===== src/rtl/acm_pkg.sv =====
package acm_pkg;

   localparam int NUM_SCK_RATIOS = 12;
   localparam int unsigned SCK_RATIOS [NUM_SCK_RATIOS] =
      '{64, 128, 192, 256, 384, 512, 768, 1024, 1152, 1536, 2048, 3072};

   // system-clock count acceptable within +/- tol of any supported ratio
   function automatic logic sck_ratio_ok(input int unsigned per, input int unsigned tol);
      logic ok;
      ok = 1'b0;
      for (int k = 0; k < NUM_SCK_RATIOS; k++) begin
         if ((per + tol >= SCK_RATIOS[k]) && (per <= SCK_RATIOS[k] + tol)) ok = 1'b1;
      end
      return ok;
   endfunction

   // bit-clock edges per word-clock period, set chosen by framing mode
   function automatic logic bck_ratio_ok(input int unsigned n, input logic multi_slot);
      if (multi_slot) return (n == 128) || (n == 256);
      return (n == 32) || (n == 48) || (n == 64);
   endfunction

   function automatic int unsigned abs_diff(input int unsigned a, input int unsigned b);
      return (a > b) ? (a - b) : (b - a);
   endfunction

endpackage


===== src/rtl/acm_edge_sync.sv =====
module acm_edge_sync #(
   parameter int unsigned WIDTH  = 2,
   parameter int unsigned STAGES = 2
) (
   input  logic             clk,
   input  logic             rst_n,
   input  logic [WIDTH-1:0] din,
   output logic [WIDTH-1:0] rise
);

   if (STAGES < 2) begin : g_bad_stages
      $error("acm_edge_sync: STAGES must be at least 2");
   end

   for (genvar i = 0; i < WIDTH; i++) begin : g_bit
      logic [STAGES-1:0] sh_q;
      logic              prev_q;

      always_ff @(posedge clk or negedge rst_n) begin
         if (!rst_n) begin
            sh_q   <= '0;
            prev_q <= 1'b0;
         end else begin
            sh_q   <= {sh_q[STAGES-2:0], din[i]};
            prev_q <= sh_q[STAGES-1];
         end
      end

      assign rise[i] = sh_q[STAGES-1] & ~prev_q;
   end

endmodule


===== src/rtl/acm_period_counter.sv =====
module acm_period_counter #(
   parameter int unsigned CNT_W  = 13,
   parameter int unsigned BCNT_W = 10
) (
   input  logic              clk,
   input  logic              rst_n,
   input  logic              lr_rise,
   input  logic              bk_rise,
   input  logic              restart,
   output logic              per_done,
   output logic [CNT_W-1:0]  per_sck,
   output logic [BCNT_W-1:0] per_bck,
   output logic [CNT_W-1:0]  elapsed
);

   localparam logic [CNT_W-1:0]  CNT_MAX  = '1;
   localparam logic [BCNT_W-1:0] BCNT_MAX = '1;

   logic [CNT_W-1:0]  cnt_q;
   logic [BCNT_W-1:0] bcnt_q;
   logic              started_q;

   // cycles since the last word-clock edge, counting the present one
   assign elapsed  = (cnt_q == CNT_MAX) ? CNT_MAX : cnt_q + 1'b1;
   assign per_sck  = elapsed;
   assign per_bck  = bcnt_q;
   assign per_done = lr_rise & started_q;

   always_ff @(posedge clk or negedge rst_n) begin
      if (!rst_n) begin
         cnt_q     <= '0;
         bcnt_q    <= '0;
         started_q <= 1'b0;
      end else if (lr_rise) begin
         // a bit-clock edge coinciding with the frame edge opens the new period
         cnt_q     <= '0;
         bcnt_q    <= bk_rise ? BCNT_W'(1) : '0;
         started_q <= 1'b1;
      end else if (restart) begin
         cnt_q     <= '0;
         bcnt_q    <= '0;
         started_q <= 1'b0;
      end else begin
         cnt_q <= elapsed;
         if (bk_rise && bcnt_q != BCNT_MAX) bcnt_q <= bcnt_q + 1'b1;
      end
   end

   // an overrun abandons the period, so the next edge only starts a new one
   a_r10_restart_drops_period: assert property (@(posedge clk) disable iff (!rst_n)
      restart |=> !per_done);

endmodule


===== src/rtl/acm_lock_ctrl.sv =====
module acm_lock_ctrl
   import acm_pkg::*;
#(
   parameter int unsigned CNT_W         = 13,
   parameter int unsigned BCNT_W        = 10,
   parameter int unsigned TOL           = 5,
   parameter int unsigned RESYNC_FRAMES = 2,
   parameter int unsigned BCK_LIMIT     = 4
) (
   input  logic              clk,
   input  logic              rst_n,
   input  logic              lr_rise,
   input  logic              per_done,
   input  logic [CNT_W-1:0]  per_sck,
   input  logic [BCNT_W-1:0] per_bck,
   input  logic [CNT_W-1:0]  elapsed,
   input  logic              multi_slot,
   output logic              restart,
   output logic              clk_err,
   output logic              force_zero,
   output logic              resync_done
);

   localparam int unsigned GOOD_W = $clog2(RESYNC_FRAMES + 1);
   localparam int unsigned BAD_W  = $clog2(BCK_LIMIT + 2);
   localparam logic [GOOD_W-1:0] GOOD_LAST = GOOD_W'(RESYNC_FRAMES - 1);
   localparam logic [BAD_W-1:0]  BAD_LAST  = BAD_W'(BCK_LIMIT);

   logic              err_q, zero_q, done_q;
   logic [CNT_W-1:0]  ref_q;
   logic [GOOD_W-1:0] good_q;
   logic [BAD_W-1:0]  bad_q;

   logic sck_ok, bck_ok, near_ref, overrun, drift_err, bck_err, fail;
   logic cand_good, relock;

   always_comb begin
      sck_ok    = sck_ratio_ok(32'(per_sck), TOL);
      bck_ok    = bck_ratio_ok(32'(per_bck), multi_slot);
      near_ref  = abs_diff(32'(per_sck), 32'(ref_q)) <= TOL;
      overrun   = !err_q && !lr_rise && (32'(elapsed) > 32'(ref_q) + TOL);
      drift_err = !err_q && per_done && !near_ref;
      bck_err   = !err_q && per_done && !bck_ok && (bad_q == BAD_LAST);
      fail      = overrun | drift_err | bck_err;
      cand_good = per_done && sck_ok && bck_ok && (good_q == '0 || near_ref);
      relock    = err_q && cand_good && (good_q == GOOD_LAST);
   end

   assign restart = overrun;

   always_ff @(posedge clk or negedge rst_n) begin
      if (!rst_n) begin
         err_q  <= 1'b1;
         ref_q  <= '0;
         good_q <= '0;
         bad_q  <= '0;
         done_q <= 1'b0;
      end else begin
         done_q <= relock;
         if (fail) begin
            err_q  <= 1'b1;
            good_q <= '0;
            bad_q  <= '0;
         end else if (err_q) begin
            if (per_done) begin
               if (cand_good) begin
                  ref_q <= per_sck;
                  if (relock) begin
                     err_q  <= 1'b0;
                     good_q <= '0;
                     bad_q  <= '0;
                  end else begin
                     good_q <= good_q + 1'b1;
                  end
               end else begin
                  good_q <= '0;
               end
            end
         end else if (per_done) begin
            bad_q <= bck_ok ? '0 : bad_q + 1'b1;
         end
      end
   end

   // separate register for the data-path mute, same set/clear events
   always_ff @(posedge clk or negedge rst_n) begin
      if (!rst_n)      zero_q <= 1'b1;
      else if (fail)   zero_q <= 1'b1;
      else if (relock) zero_q <= 1'b0;
   end

   assign clk_err     = err_q;
   assign force_zero  = zero_q;
   assign resync_done = done_q;

   a_r4_zero_tracks_err: assert property (@(posedge clk) disable iff (!rst_n)
      force_zero == clk_err);

   a_r8_pulse_only_on_lock: assert property (@(posedge clk) disable iff (!rst_n)
      resync_done |-> (!clk_err && $past(clk_err)));

   a_r2_lock_gives_pulse: assert property (@(posedge clk) disable iff (!rst_n)
      $fell(clk_err) |-> resync_done);

   a_r10_overrun_bound: assert property (@(posedge clk) disable iff (!rst_n)
      !clk_err |-> (32'(elapsed) <= 32'(ref_q) + TOL + 1));

   a_r5_bad_run_bounded: assert property (@(posedge clk) disable iff (!rst_n)
      !clk_err |-> (bad_q <= BAD_LAST));

endmodule


===== src/rtl/acm_clock_monitor.sv =====
module acm_clock_monitor #(
   parameter int unsigned CNT_W         = 13,
   parameter int unsigned BCNT_W        = 10,
   parameter int unsigned TOL           = 5,
   parameter int unsigned RESYNC_FRAMES = 2,
   parameter int unsigned BCK_LIMIT     = 4,
   parameter int unsigned SYNC_STAGES   = 2,
   parameter bit          TDM_SUPPORT   = 1'b1
) (
   input  logic clk,
   input  logic rst_n,
   input  logic bclk_in,
   input  logic lrck_in,
   input  logic tdm_mode,
   output logic clk_err,
   output logic force_zero,
   output logic resync_done
);

   localparam int unsigned MAX_SCK = 3072 + TOL + 1;

   if ((1 << CNT_W) <= MAX_SCK) begin : g_bad_cnt_w
      $error("acm_clock_monitor: CNT_W too narrow for the largest ratio");
   end
   if ((1 << BCNT_W) <= 257) begin : g_bad_bcnt_w
      $error("acm_clock_monitor: BCNT_W too narrow for 256 bit clocks");
   end
   if (TOL < 1 || RESYNC_FRAMES < 1) begin : g_bad_cfg
      $error("acm_clock_monitor: TOL and RESYNC_FRAMES must be non-zero");
   end

   logic [1:0]        rise;
   logic              multi_slot;
   logic              per_done, restart;
   logic [CNT_W-1:0]  per_sck, elapsed;
   logic [BCNT_W-1:0] per_bck;

   if (TDM_SUPPORT) begin : g_tdm
      assign multi_slot = tdm_mode;
   end else begin : g_no_tdm
      assign multi_slot = 1'b0;
   end

   acm_edge_sync #(.WIDTH(2), .STAGES(SYNC_STAGES)) u_sync (
      .clk  (clk),
      .rst_n(rst_n),
      .din  ({lrck_in, bclk_in}),
      .rise (rise)
   );

   acm_period_counter #(.CNT_W(CNT_W), .BCNT_W(BCNT_W)) u_count (
      .clk     (clk),
      .rst_n   (rst_n),
      .lr_rise (rise[1]),
      .bk_rise (rise[0]),
      .restart (restart),
      .per_done(per_done),
      .per_sck (per_sck),
      .per_bck (per_bck),
      .elapsed (elapsed)
   );

   acm_lock_ctrl #(
      .CNT_W(CNT_W), .BCNT_W(BCNT_W), .TOL(TOL),
      .RESYNC_FRAMES(RESYNC_FRAMES), .BCK_LIMIT(BCK_LIMIT)
   ) u_ctrl (
      .clk        (clk),
      .rst_n      (rst_n),
      .lr_rise    (rise[1]),
      .per_done   (per_done),
      .per_sck    (per_sck),
      .per_bck    (per_bck),
      .elapsed    (elapsed),
      .multi_slot (multi_slot),
      .restart    (restart),
      .clk_err    (clk_err),
      .force_zero (force_zero),
      .resync_done(resync_done)
   );

endmodule


===== config.mk =====
export PLATFORM = sky130hd
export DESIGN_NAME = acm_clock_monitor
export DESIGN_NICKNAME = d
export VERILOG_FILES = /design/src/rtl/acm_pkg.sv /design/src/rtl/acm_edge_sync.sv /design/src/rtl/acm_period_counter.sv /design/src/rtl/acm_lock_ctrl.sv /design/src/rtl/acm_clock_monitor.sv
export SDC_FILE = /design/constraint.sdc
export NUM_CORES = 1
export LEC_CHECK = 0
export BUFFER_PORTS_ARGS = -buffer_cell sky130_fd_sc_hd__buf_2
export CAP_MARGIN = 25
export CORE_ASPECT_RATIO = 0.6
export CORE_MARGIN = 8
export CORE_UTILIZATION = 55
export DETAILED_ROUTE_END_ITERATION = 6
export PLACE_DENSITY = 0.71
export SETUP_SLACK_MARGIN = 0.02
export SLEW_MARGIN = 40
export SYNTH_ARGS = -nofsm -noshare
export SYNTH_HDL_FRONTEND = slang
export SYNTH_SLANG_ARGS = --single-unit
export TNS_END_PERCENT = 20

===== constraint.sdc =====
create_clock -name clk -period 10.4 [get_ports clk]
set_input_delay 1.56 -clock clk [delete_from_list [all_inputs] [get_ports clk]]
set_output_delay 1.56 -clock clk [all_outputs]
set_load 0.1 [all_outputs]

==> results.md, run 1 <==
- Outcome: finished clean
- Post-synth top flop: dfrtp_1
- Most common cell after layout, fill and taps aside: nor2_1
- Mapped Area: approximately 0.0051 sq mm
- Mapped Avg Cell Area: about 8.1 sq um
- Syn_nets: between 600 and 700
- PortBufs: 7
- First-pass GRT wire length: about 23 mm
- DRT Pass-1 Iters: 6
- Seq/Total Area, Yosys: 25.21%
- CTS Root Cell: clkbuf_16
- Arrival time of the worst setup path: 6160 ps
- Gate power share: 35.8%
- WL/cell: between 15 and 20 um
- DP Cell Count: ~730
- Power density cells: around 120 mW/mm^2
- Critical Path Source Type: register
- Int Power: roughly 0.00039 W
- CP startpoint: u_count.cnt_q[0]
- Share of layout cells above drive strength 1: between 6 and 7%
- CP required: roughly 11000 ps
- CTS tree: done
- # DRC: 0
- Vias in the first global route: roughly 4300
- Max FO, Critical Path: 14
- Max transition margin: around 50%
- Hold buffers post-CTS: 0
- Clock buffer depth: 2
- Post_cts resized: 0
- Sw power: roughly 0.00025 W
- Post-Syn Instances: 628
- Non-filler cells, final: 735
- Antenna cells: 0
- DIE AREA: 0.01265 sq mm
- GRT Util Overall: around 21%
- HPWL Detailed: 10.71 mm
- Num CTS Buffers: 5
- Worst-path clk slew: approximately 70 ps
- Largest net degree at the start of global routing: 52
- Library cells used by synthesis: 75
- Most frequent cells in the layout: nor2_1 (58), a21oi_1 (49), dfrtp_1 (49)
- Leakage power: roughly 2.3 nW
- Hold Fails Final Rpt: 0
- Initial antenna violation count: 0
- Remaining antenna violation count after routing: 0
- Fin crit share: 57.09%
- Row cnt: 27
- Fmax: 0.1684 GHz
- Clock power frac: 27.7%
- Worst-Margin Slew: roughly 740 ps
- Clock sinks: between 50 and 60
- Starting density of the core: between 50% and 60%
- VDD IR-drop max: around 0.097 mV
- Die Ht: 90.39 um
- Tmin final: 5937 ps
- Synth Register Bits: 51
- Postcts setup bufs: 0
- Clk_skew: between 5 and 6 ps
- Total Wirelength: between 10 and 15 mm
- Clk_lat worst skew: approximately 300 ps
- Sw frac: between 30 and 40%
- Hold crit path type: register to register
- RSZ-0062 raised after global routing: false
- Core area: 0.009054 sq mm
- P&R area growth vs syn: 4.095%
- Setup violators final: 0
- Global route overflow: 0
- Post-synth EDFFs: 0
- Ys async rst share: 100.0%
- Crit path capture type: register
- Initial DRC count: 660
- Hold wc startpoint: u_sync.g_bit[0].sh_q[0]
- # nets final: roughly 670
- IO Count: 8
- Yosys warns: 0
- DIE WIDTH: 140.0 um
- Vias/cell: approximately 6.5
- RR Startpoint: u_count.cnt_q[0]
- Slew Limit Fails: 0
- Placer congestion estimate: between 0.9 and 1
- Maxcap violations: 0
- WS Path Type: register to register
- Via count: ~4800
- H-tree levels: 2
- Reg power frac: roughly 37%
- Setup TNS: 0 ps
## flip-flops by register name, summed over array words and instances, names as in the netlist
signal	flops
u_sync.g_bit.prev_q	2
u_count.started_q	1
u_ctrl.bad_q	3
u_count.per_bck	10
u_sync.g_bit.sh_q	4
u_ctrl.resync_done	1
u_ctrl.force_zero	1
u_ctrl.good_q	2
u_ctrl.ref_q	13
u_count.cnt_q	13
u_ctrl.clk_err	1
## cells in the mapped netlist, types with 20 or more instances
| library cell | instances | share of area [%] |
|---|---|---|
| nor2_1 | 58 | 4.3 |
| a21oi_1 | 49 | 4.8 |
| dfrtp_1 | 49 | 24 |
| ha_1 | 46 | 11 |
| inv_1 | 45 | 3.3 |
| nand2_1 | 44 | 3.3 |
| o21ai_0 | 32 | 3.2 |
| xnor2_1 | 21 | 3.6 |
| mux2i_1 | 20 | 3.9 |
| nand3_1 | 20 | 2.0 |
| nor3_1 | 20 | 2.0 |
## per-layer routing
metal | part of all wire [%] | wire length [um] | GRT usage [%] | vias to the layer above
met5 | 0 | 0 | 0 | -
met2 | 40 | 5488 | 29.28 | 221
met3 | 10 | 1412 | 7.388 | 12
li1 | - | - | - | 2264
met4 | 0.51 | 70 | 2.785 | 0
met1 | 49 | 6830 | 32.02 | 2289
## critical path: stages, from the launching register on
cell and delay, ps:
dfrtp_1 480, ha_1 330, nand3_1 370, nor2_1 290, nand2_1 190, nand2_1 170, inv_1 100, ha_1 230
fa_1 440, nor2b_1 140, o2111ai_1 220, a21o_1 290, a31o_2 360, nor3b_1 180, o32ai_1 390, nand4_1 290
or3_1 560, a21oi_4 550, mux2i_1 260
## layout make-up
cell class	instances	area, sq um
well taps	116	145.1
clock buffers	5	125.1
repair buffers	10	57.56
clock inverters	3	27.53
inverters	46	172.7
multi-input cells	504	3473
flip-flops and latches	51	1279
fillers	828	3774
## cells by family (layout without fill, tap and decap cells)
kind of cell    count (synthesis)  after routing  share of synthesized area, %
fa+ha+maj                      48             48                         12.14
flops                          51             51                         25.21
simple gates                  231            231                         23.95
mux                            25             25                         5.057
buf+inv                        73             64                         6.315
compound gates                170            170                         22.15
xor+xnor                       30             30                         5.180
## power by group through the flow
stage	Sequential [W]	Clock [W]	Combinational, W
6_report	0.000231	0.000175	0.000226
5_1_grt	0.000233	0.000183	0.000251
4_1_cts	0.000230	0.000176	0.000218
3_5_place_dp	0.000234	0	0.000216
3_3_place_gp	0.000232	0	0.000215
2_1_floorplan	0.000226	0	0.000164
## path summary, 6_finish.rpt
path,to,slack [ps],depth (start not counted)
setup / recovery,u_ctrl.ref_q[2],4460,18
hold / removal,u_sync.g_bit[0].sh_q[1],360,0
setup reg to reg,u_ctrl.ref_q[2],4460,18
hold reg to reg,u_sync.g_bit[0].sh_q[1],360,0
max in group asynchronous,u_sync.g_bit[1].prev_q,8550,2
min in group asynchronous,u_count.cnt_q[8],1370,2
## through the flow
step	hold WS [ps]	utilization [%]	area [sq um]	total power, W	worst slack (ps)
after floorplan	331.2	-	5072	0.0003896	5603
after global placement	344.5	56.63	5127	0.0004475	4781
after detailed placement	341.1	56.63	5127	0.0004500	4608
after CTS	367.7	58.32	5280	0.0006244	4588
after global routing	371.4	58.32	5280	0.0006674	3999
final	360.0	58.32	5280	0.0006312	4463
(Power assumes the default switching activity.)
==> inputs of run 2 (changes only) <==
- PLACE_DENSITY: 0.71 -> 0.74
- clock period: 10.4 -> 4.8 ns (I/O delays scaled with it)
==> results.md, run 2 (synthesis results as in run 1) <==
- H-tree levels: 2
- Fmax: around 0.21 GHz
- Outcome: finished with violations
- Most common cell after layout, fill and taps aside: buf_4
- Vias in the first global route: 4732
- Clk_lat worst skew: roughly 300 ps
- Starting density of the core: approximately 56%
- Final-layout fill cell count: 720
- GRT Util Overall: between 20% and 30%
- # DRC: 4
- VDD IR-drop max: 0.1710 mV
- Arrival time of the worst setup path: just under 5000 ps
- CP required: 5020 ps
- Via count: approximately 5400
- IO Count: 8
- Row cnt: 27
- Failing checks: design-rule violations
- Clock buffer depth: 2
- Most frequent cells in the layout: buf_4 (83), nor2_1 (57), a21oi_1 (46), dfrtp_1 (46)
- CTS Root Cell: clkbuf_16
- Vias/cell: 6.510
- Hold crit path type: register to register
- Final setup margin: about 73 ps
- PortBufs: 7
- DRT Pass-1 Iters: 7
- Worst-path clk slew: approximately 70 ps
- Pre-CTS setup slack: -97.93 ps
- Setup violators final: 0
- Hold buffers post-CTS: 0
- Leakage power: about 2.8 nW
- Maxcap violations: 0
- Global route overflow: 0
- Initial antenna violation count: 0
- First-pass GRT wire length: approximately 25 mm
- Largest net degree at the start of global routing: 52
- Hold Fails Final Rpt: 0
- Max FO, Critical Path: 7
- HPWL Detailed: between 10 and 15 mm
- Antenna cells: 0
- Clk_skew: approximately 7.8 ps
- DP Cell Count: between 700 and 800
- Power density cells: approximately 240 mW/mm^2
- Placer congestion estimate: ~1
- Worst-Margin Slew: around 780 ps
- Share of layout cells above drive strength 1: 23.27%
- WL/cell: about 20 um
- DIE WIDTH: 140.0 um
- # nets final: 761
- P&R area growth vs syn: 24.00%
- Core area: 0.009054 sq mm
- Crit path capture type: register
- CTS tree: done
- Initial DRC count: 636
- Remaining antenna violation count after routing: 0
- Non-filler cells, final: 825
- DIE AREA: 0.01265 sq mm
- Tmin final: roughly 4700 ps
- Clock sinks: 51
- Die Ht: 90.39 um
- Slew Limit Fails: 0
- Num CTS Buffers: 5
- Critical Path Source Type: register
- WS Path Type: register to register
- Max transition margin: between 40% and 50%
- Total Wirelength: between 15 and 20 mm
- Fin crit share: 98.48%
==> run 2: cell count changes in the layout (fill, tap and decap cells not counted), sizes merged <==
cell    change
inv         -1
buf        +89
clkinv      -1
bufinv      +1
clkbuf      +2
==> run 2: stage by stage <==
stage / utilization (%) / instance area [sq um] / power (W) / TNS (ps) / hold slack [ps]
after floorplan: - / 5074 / 0.0008442 / 0 / 331.2
after global placement: 62.80 / 5685 / 0.001040 / 0 / 334.1
after detailed placement: 62.80 / 5685 / 0.001059 / -1039 / 338.7
after CTS: 64.69 / 5857 / 0.001472 / 0 / 354.3
after global routing: 69.47 / 6290 / 0.001589 / -81.43 / 357.2
final: 69.47 / 6290 / 0.001525 / 0 / 351.7
==> run 2: final timing paths <==
check / from / slack, ps / to / depth (start not counted)
worst min-delay path: u_sync.g_bit[0].sh_q[0] / 350 / u_sync.g_bit[0].sh_q[1] / 0
worst max-delay path: u_count.cnt_q[1] / 70 / u_ctrl.ref_q[6] / 17
max in group asynchronous: rst_n / 3790 / u_count.cnt_q[8] / 2
worst min register to register: u_sync.g_bit[0].sh_q[0] / 350 / u_sync.g_bit[0].sh_q[1] / 0
worst max register to register: u_count.cnt_q[1] / 70 / u_ctrl.ref_q[6] / 17
min in group asynchronous: rst_n / 540 / u_count.cnt_q[6] / 2
==> run 2: per-layer routing <==
| metal | routed length [um] | track usage [%] | vias up |
|---|---|---|---|
| met1 | 7872 | 37.72 | 2607 |
| li1 | - | - | 2442 |
| met3 | 1665 | 5.172 | 28 |
| met2 | 6842 | 32.71 | 294 |
| met4 | 164 | 3.324 | 0 |
| met5 | 0 | 0 | - |
==> run 2: critical path, stage by stage, from the launching register on <==
cell,delay [ps]
dfrtp_1,400
buf_4,150
nand4_1,210
nor3_2,280
mux2_4,370
ha_1,320
buf_6,140
nand4_1,160
a21o_1,230
a31o_4,240
buf_4,150
nor3_4,210
a32oi_2,100
or4_4,540
or3_4,450
a21oi_4,270
clkbuf_16,210
mux2i_1,210
==> run 2: power by group <==
group | switching (W) | total, W | internal [W]
sequential | 0.0000324 | 0.000491 | 0.000459
clock | 0.000167 | 0.000414 | 0.000247
combinational | 0.000369 | 0.000620 | 0.000251
==> run 2: timing repair <==
action | in CTS | in global routing
setup endpoints to repair | 19 | 20
cloned | 0 | 1
pin swaps | 0 | 18
resized for setup | 2 | 58
setup buffers | 0 | 18
==> run 2: area by class of cell <==
class	count	area, sq um	share of cell area (%)
multi-input combinational	504	3721	59.16
timing repair buffer	100	802.0	12.75
sequential	51	1282	20.39
clock inverter	2	37.54	0.5968
clock buffer	6	128.9	2.049
inverter	46	172.7	2.745
tap	116	145.1	2.308
==> inputs of run 3 (changes only) <==
- ABC_AREA: default -> 1
==> results.md, run 3 <==
- Arrival time of the worst setup path: around 4600 ps
- Antenna cells: 0
- Met2 Resource Use GR: between 30% and 40%
- Reg2reg end: u_ctrl.ref_q[5]
- Hold buffers post-CTS: 0
- Top Family by Delay on Critical Path: simple AND/OR/NAND/NOR gates
- # nets final: around 900
- CTS Root Cell: clkbuf_16
- Cells taking the most area after synthesis: dfrtp_1 (21%), nand2_1 (14%), ha_1 (10%), nor2_1 (6.9%), inv_1 (6.7%)
- Syn_nets: 888
- WL/cell: between 15 and 20 um
- CTS tree: done
- Setup TNS: 0 ps
- Met1 Use GR: between 30% and 40%
- R2R cell count: 23
- XOR/XNOR share of the synthesized area: 5.802%
- Synth Area in Compound Gates: ~11%
- Post-synth top flop: dfrtp_1
- Starting density of the core: 55.28%
- Num CTS Buffers: 5
- Largest net degree at the start of global routing: 52
- Layer with the highest usage: met2
- Global route overflow: 0
- Mapped Area: 0.005737 sq mm
- CP bufs+invs: 1
- Clock sinks: 51
- CP max stage cell: fa_1
- Seq/Total Area, Yosys: ~22%
- Share of layout cells above drive strength 1: between 10 and 15%
- VDD IR-drop max: between 0.2 and 0.25 mV
- Mux contribution to synthesized area: 0%
- Fin crit share: between 90 and 100%
- Hold wc startpoint: u_sync.g_bit[0].sh_q[0]
- Max transition margin: a little over half
- Worst path depth: 23
- Vias/cell: 5.490
- Post-synth EDFFs: 0
- DRT Pass-1 Iters: 5
- Initial antenna violation count: 0
- Most common cell in the netlist: nand2_1
- Most frequent cells in the layout: nand2_1 (215), nor2_1 (105), inv_1 (102)
- First-pass GRT wire length: ~26 mm
- WS Path Type: register to register
- Via count: 5391
- Clock buffer depth: 2
- Total Wirelength: 15.62 mm
- Library cells used by synthesis: between 50 and 60
- Core area: 0.01038 sq mm
- Hold crit path type: register to register
- H-tree levels: 2
- Critical Path Source Type: register
- Mapped Avg Cell Area: ~7 sq um
- P&R area growth vs syn: 5.322%
- Row cnt: 29
- Post-Syn Instances: around 840
- CP startpoint: u_count.cnt_q[1]
- DIE WIDTH: 147.9 um
- HPWL Detailed: 12.41 mm
- Area share of fa/ha/maj cells after synthesis: between 10 and 15%
- Synth Register Bits: 51
- Post-synth top area cell: dfrtp_1
- Clk_skew: between 6 and 7 ps
- Power density cells: roughly 230 mW/mm^2
- Setup violators final: 0
- Remaining antenna violation count after routing: 0
- Ys async rst share: 100.0%
- Most common cell after layout, fill and taps aside: nand2_1
- Placer congestion estimate: about 1
- GRT Util Overall: 22.92%
- Worst hold margin: 356.6 ps
- # DRC: 0
- Main combinational cell family by area after synthesis: simple AND/OR/NAND/NOR gates
- Maxcap violations: 0
- Top post-synthesis cells by count: nand2_1 (215), nor2_1 (105), inv_1 (102)
- CP endpoint: u_ctrl.ref_q[5]
- Initial DRC count: a little over 500
- DIE AREA: between 0.01 and 0.015 sq mm
- Area share of the largest cell type after synthesis: roughly a fifth
- Fmax: 0.2285 GHz
- CP required: 5020 ps
- Die Ht: 95.11 um
- Worst-Margin Slew: about 680 ps
- Most frequent CP cell: nand2_1
- PortBufs: 7
- Yosys warns: 0
- RR Startpoint: u_count.cnt_q[1]
- Vias in the first global route: a little over 5000
- RSZ-0062 raised after global routing: false
- Hold Fails Final Rpt: 0
- Max FO, Critical Path: 12
- Met3 GRT Util: 4.692%
- Outcome: finished clean
- CP peak stage delay: about 450 ps
- Slew Limit Fails: 0
- Reg2reg setup slack: 420 ps
- Worst-path clk slew: 70 ps
- IO Count: 8
- Simple-gate share of the synthesized area: between 40% and 50%
- Clk_lat worst skew: 300 ps
- Crit path cell chain: ha_1 -> nand3_4 -> nor2_8 -> nand2_8 -> nand2_1 -> inv_1 -> ha_1 -> fa_1 -> o21ai_2 -> nand2_1 -> nand3_2 -> nand2_2 -> a21boi_2 -> nor2_1 -> nor2_1 -> nand3b_1 -> nor2_1 -> nand2_1 -> a21oi_4 -> nand2_4 -> nor2_8 -> nand2_1 -> o21ai_1
- Tmin final: 4376 ps
- Crit path capture type: register
- Leakage power: 3.247 nW
run 3: cell count changes after synthesis, sizes merged, moves of 17 or more:
| cell | previous run | this run |
|---|---|---|
| nand2 | 44 | 254 |
| nor2 | 58 | 126 |
| inv | 46 | 109 |
| nand3 | 20 | 56 |
| xor2 | 9 | 34 |
| mux2i | 20 | 0 |
| xnor2 | 21 | 4 |
run 3: cell families after synthesis:
kind of cell    after synthesis
simple gates                472
buf+inv                     122
compound gates              104
flops                        51
fa+ha+maj                    48
xor+xnor                     38
run 3: worst min-delay path by stage:
stage / end / slack, ps / cells after the start
floorplan: u_sync.g_bit[0].sh_q[1] / 330 / 0
global placement: u_sync.g_bit[0].sh_q[1] / 330 / 0
detailed placement: u_sync.g_bit[0].sh_q[1] / 340 / 0
CTS: u_sync.g_bit[0].sh_q[1] / 360 / 0
global route: u_sync.g_bit[0].sh_q[1] / 370 / 0
finish: u_sync.g_bit[0].sh_q[1] / 360 / 0
run 3: what timing repair did:
item / in CTS / in global routing
setup endpoints to repair: 0 / 17
resized for setup: 0 / 1
setup buffers: 0 / 1
endpoints found under the hold margin: 0 / 0
run 3: area by class of cell:
| type | instances | area (sq um) |
|---|---|---|
| clock inverter | 2 | 13.76 |
| clock buffer | 6 | 138.9 |
| sequential | 51 | 1279 |
| inverter | 109 | 409.1 |
| fill | 1009 | 4335 |
| tap | 139 | 173.9 |
| timing repair buffer | 12 | 85.08 |
| multi-input combinational | 663 | 3943 |
run 3: layer usage:
layer | share of wire (%) | vias up
met4 | 0.81 | 0
met5 | 0 | -
met1 | 50 | 2505
li1 | - | 2670
met3 | 9.4 | 16
met2 | 40 | 200
run 3: through the flow:
step,power [W],util [%],setup slack [ps],instances,cell area (sq um)
4_1_cts,0.001355,57.89,245.6,980,6007
2_1_floorplan,0.0008205,-,915.9,835,5737
3_3_place_gp,0.0009753,56.41,526.2,972,5854
6_report,0.001366,58.22,423.7,982,6042
3_5_place_dp,0.0009756,56.41,290.3,972,5854
5_1_grt,0.001432,58.22,44.65,982,6042
run 3: report_power, final:
part	leakage, nW	total [W]	switching [W]	internal, W
registers	0.618	0.000469	0.0000215	0.000448
logic	2.55	0.000526	0.000363	0.000163
clock network	0.0772	0.000371	0.000162	0.000209
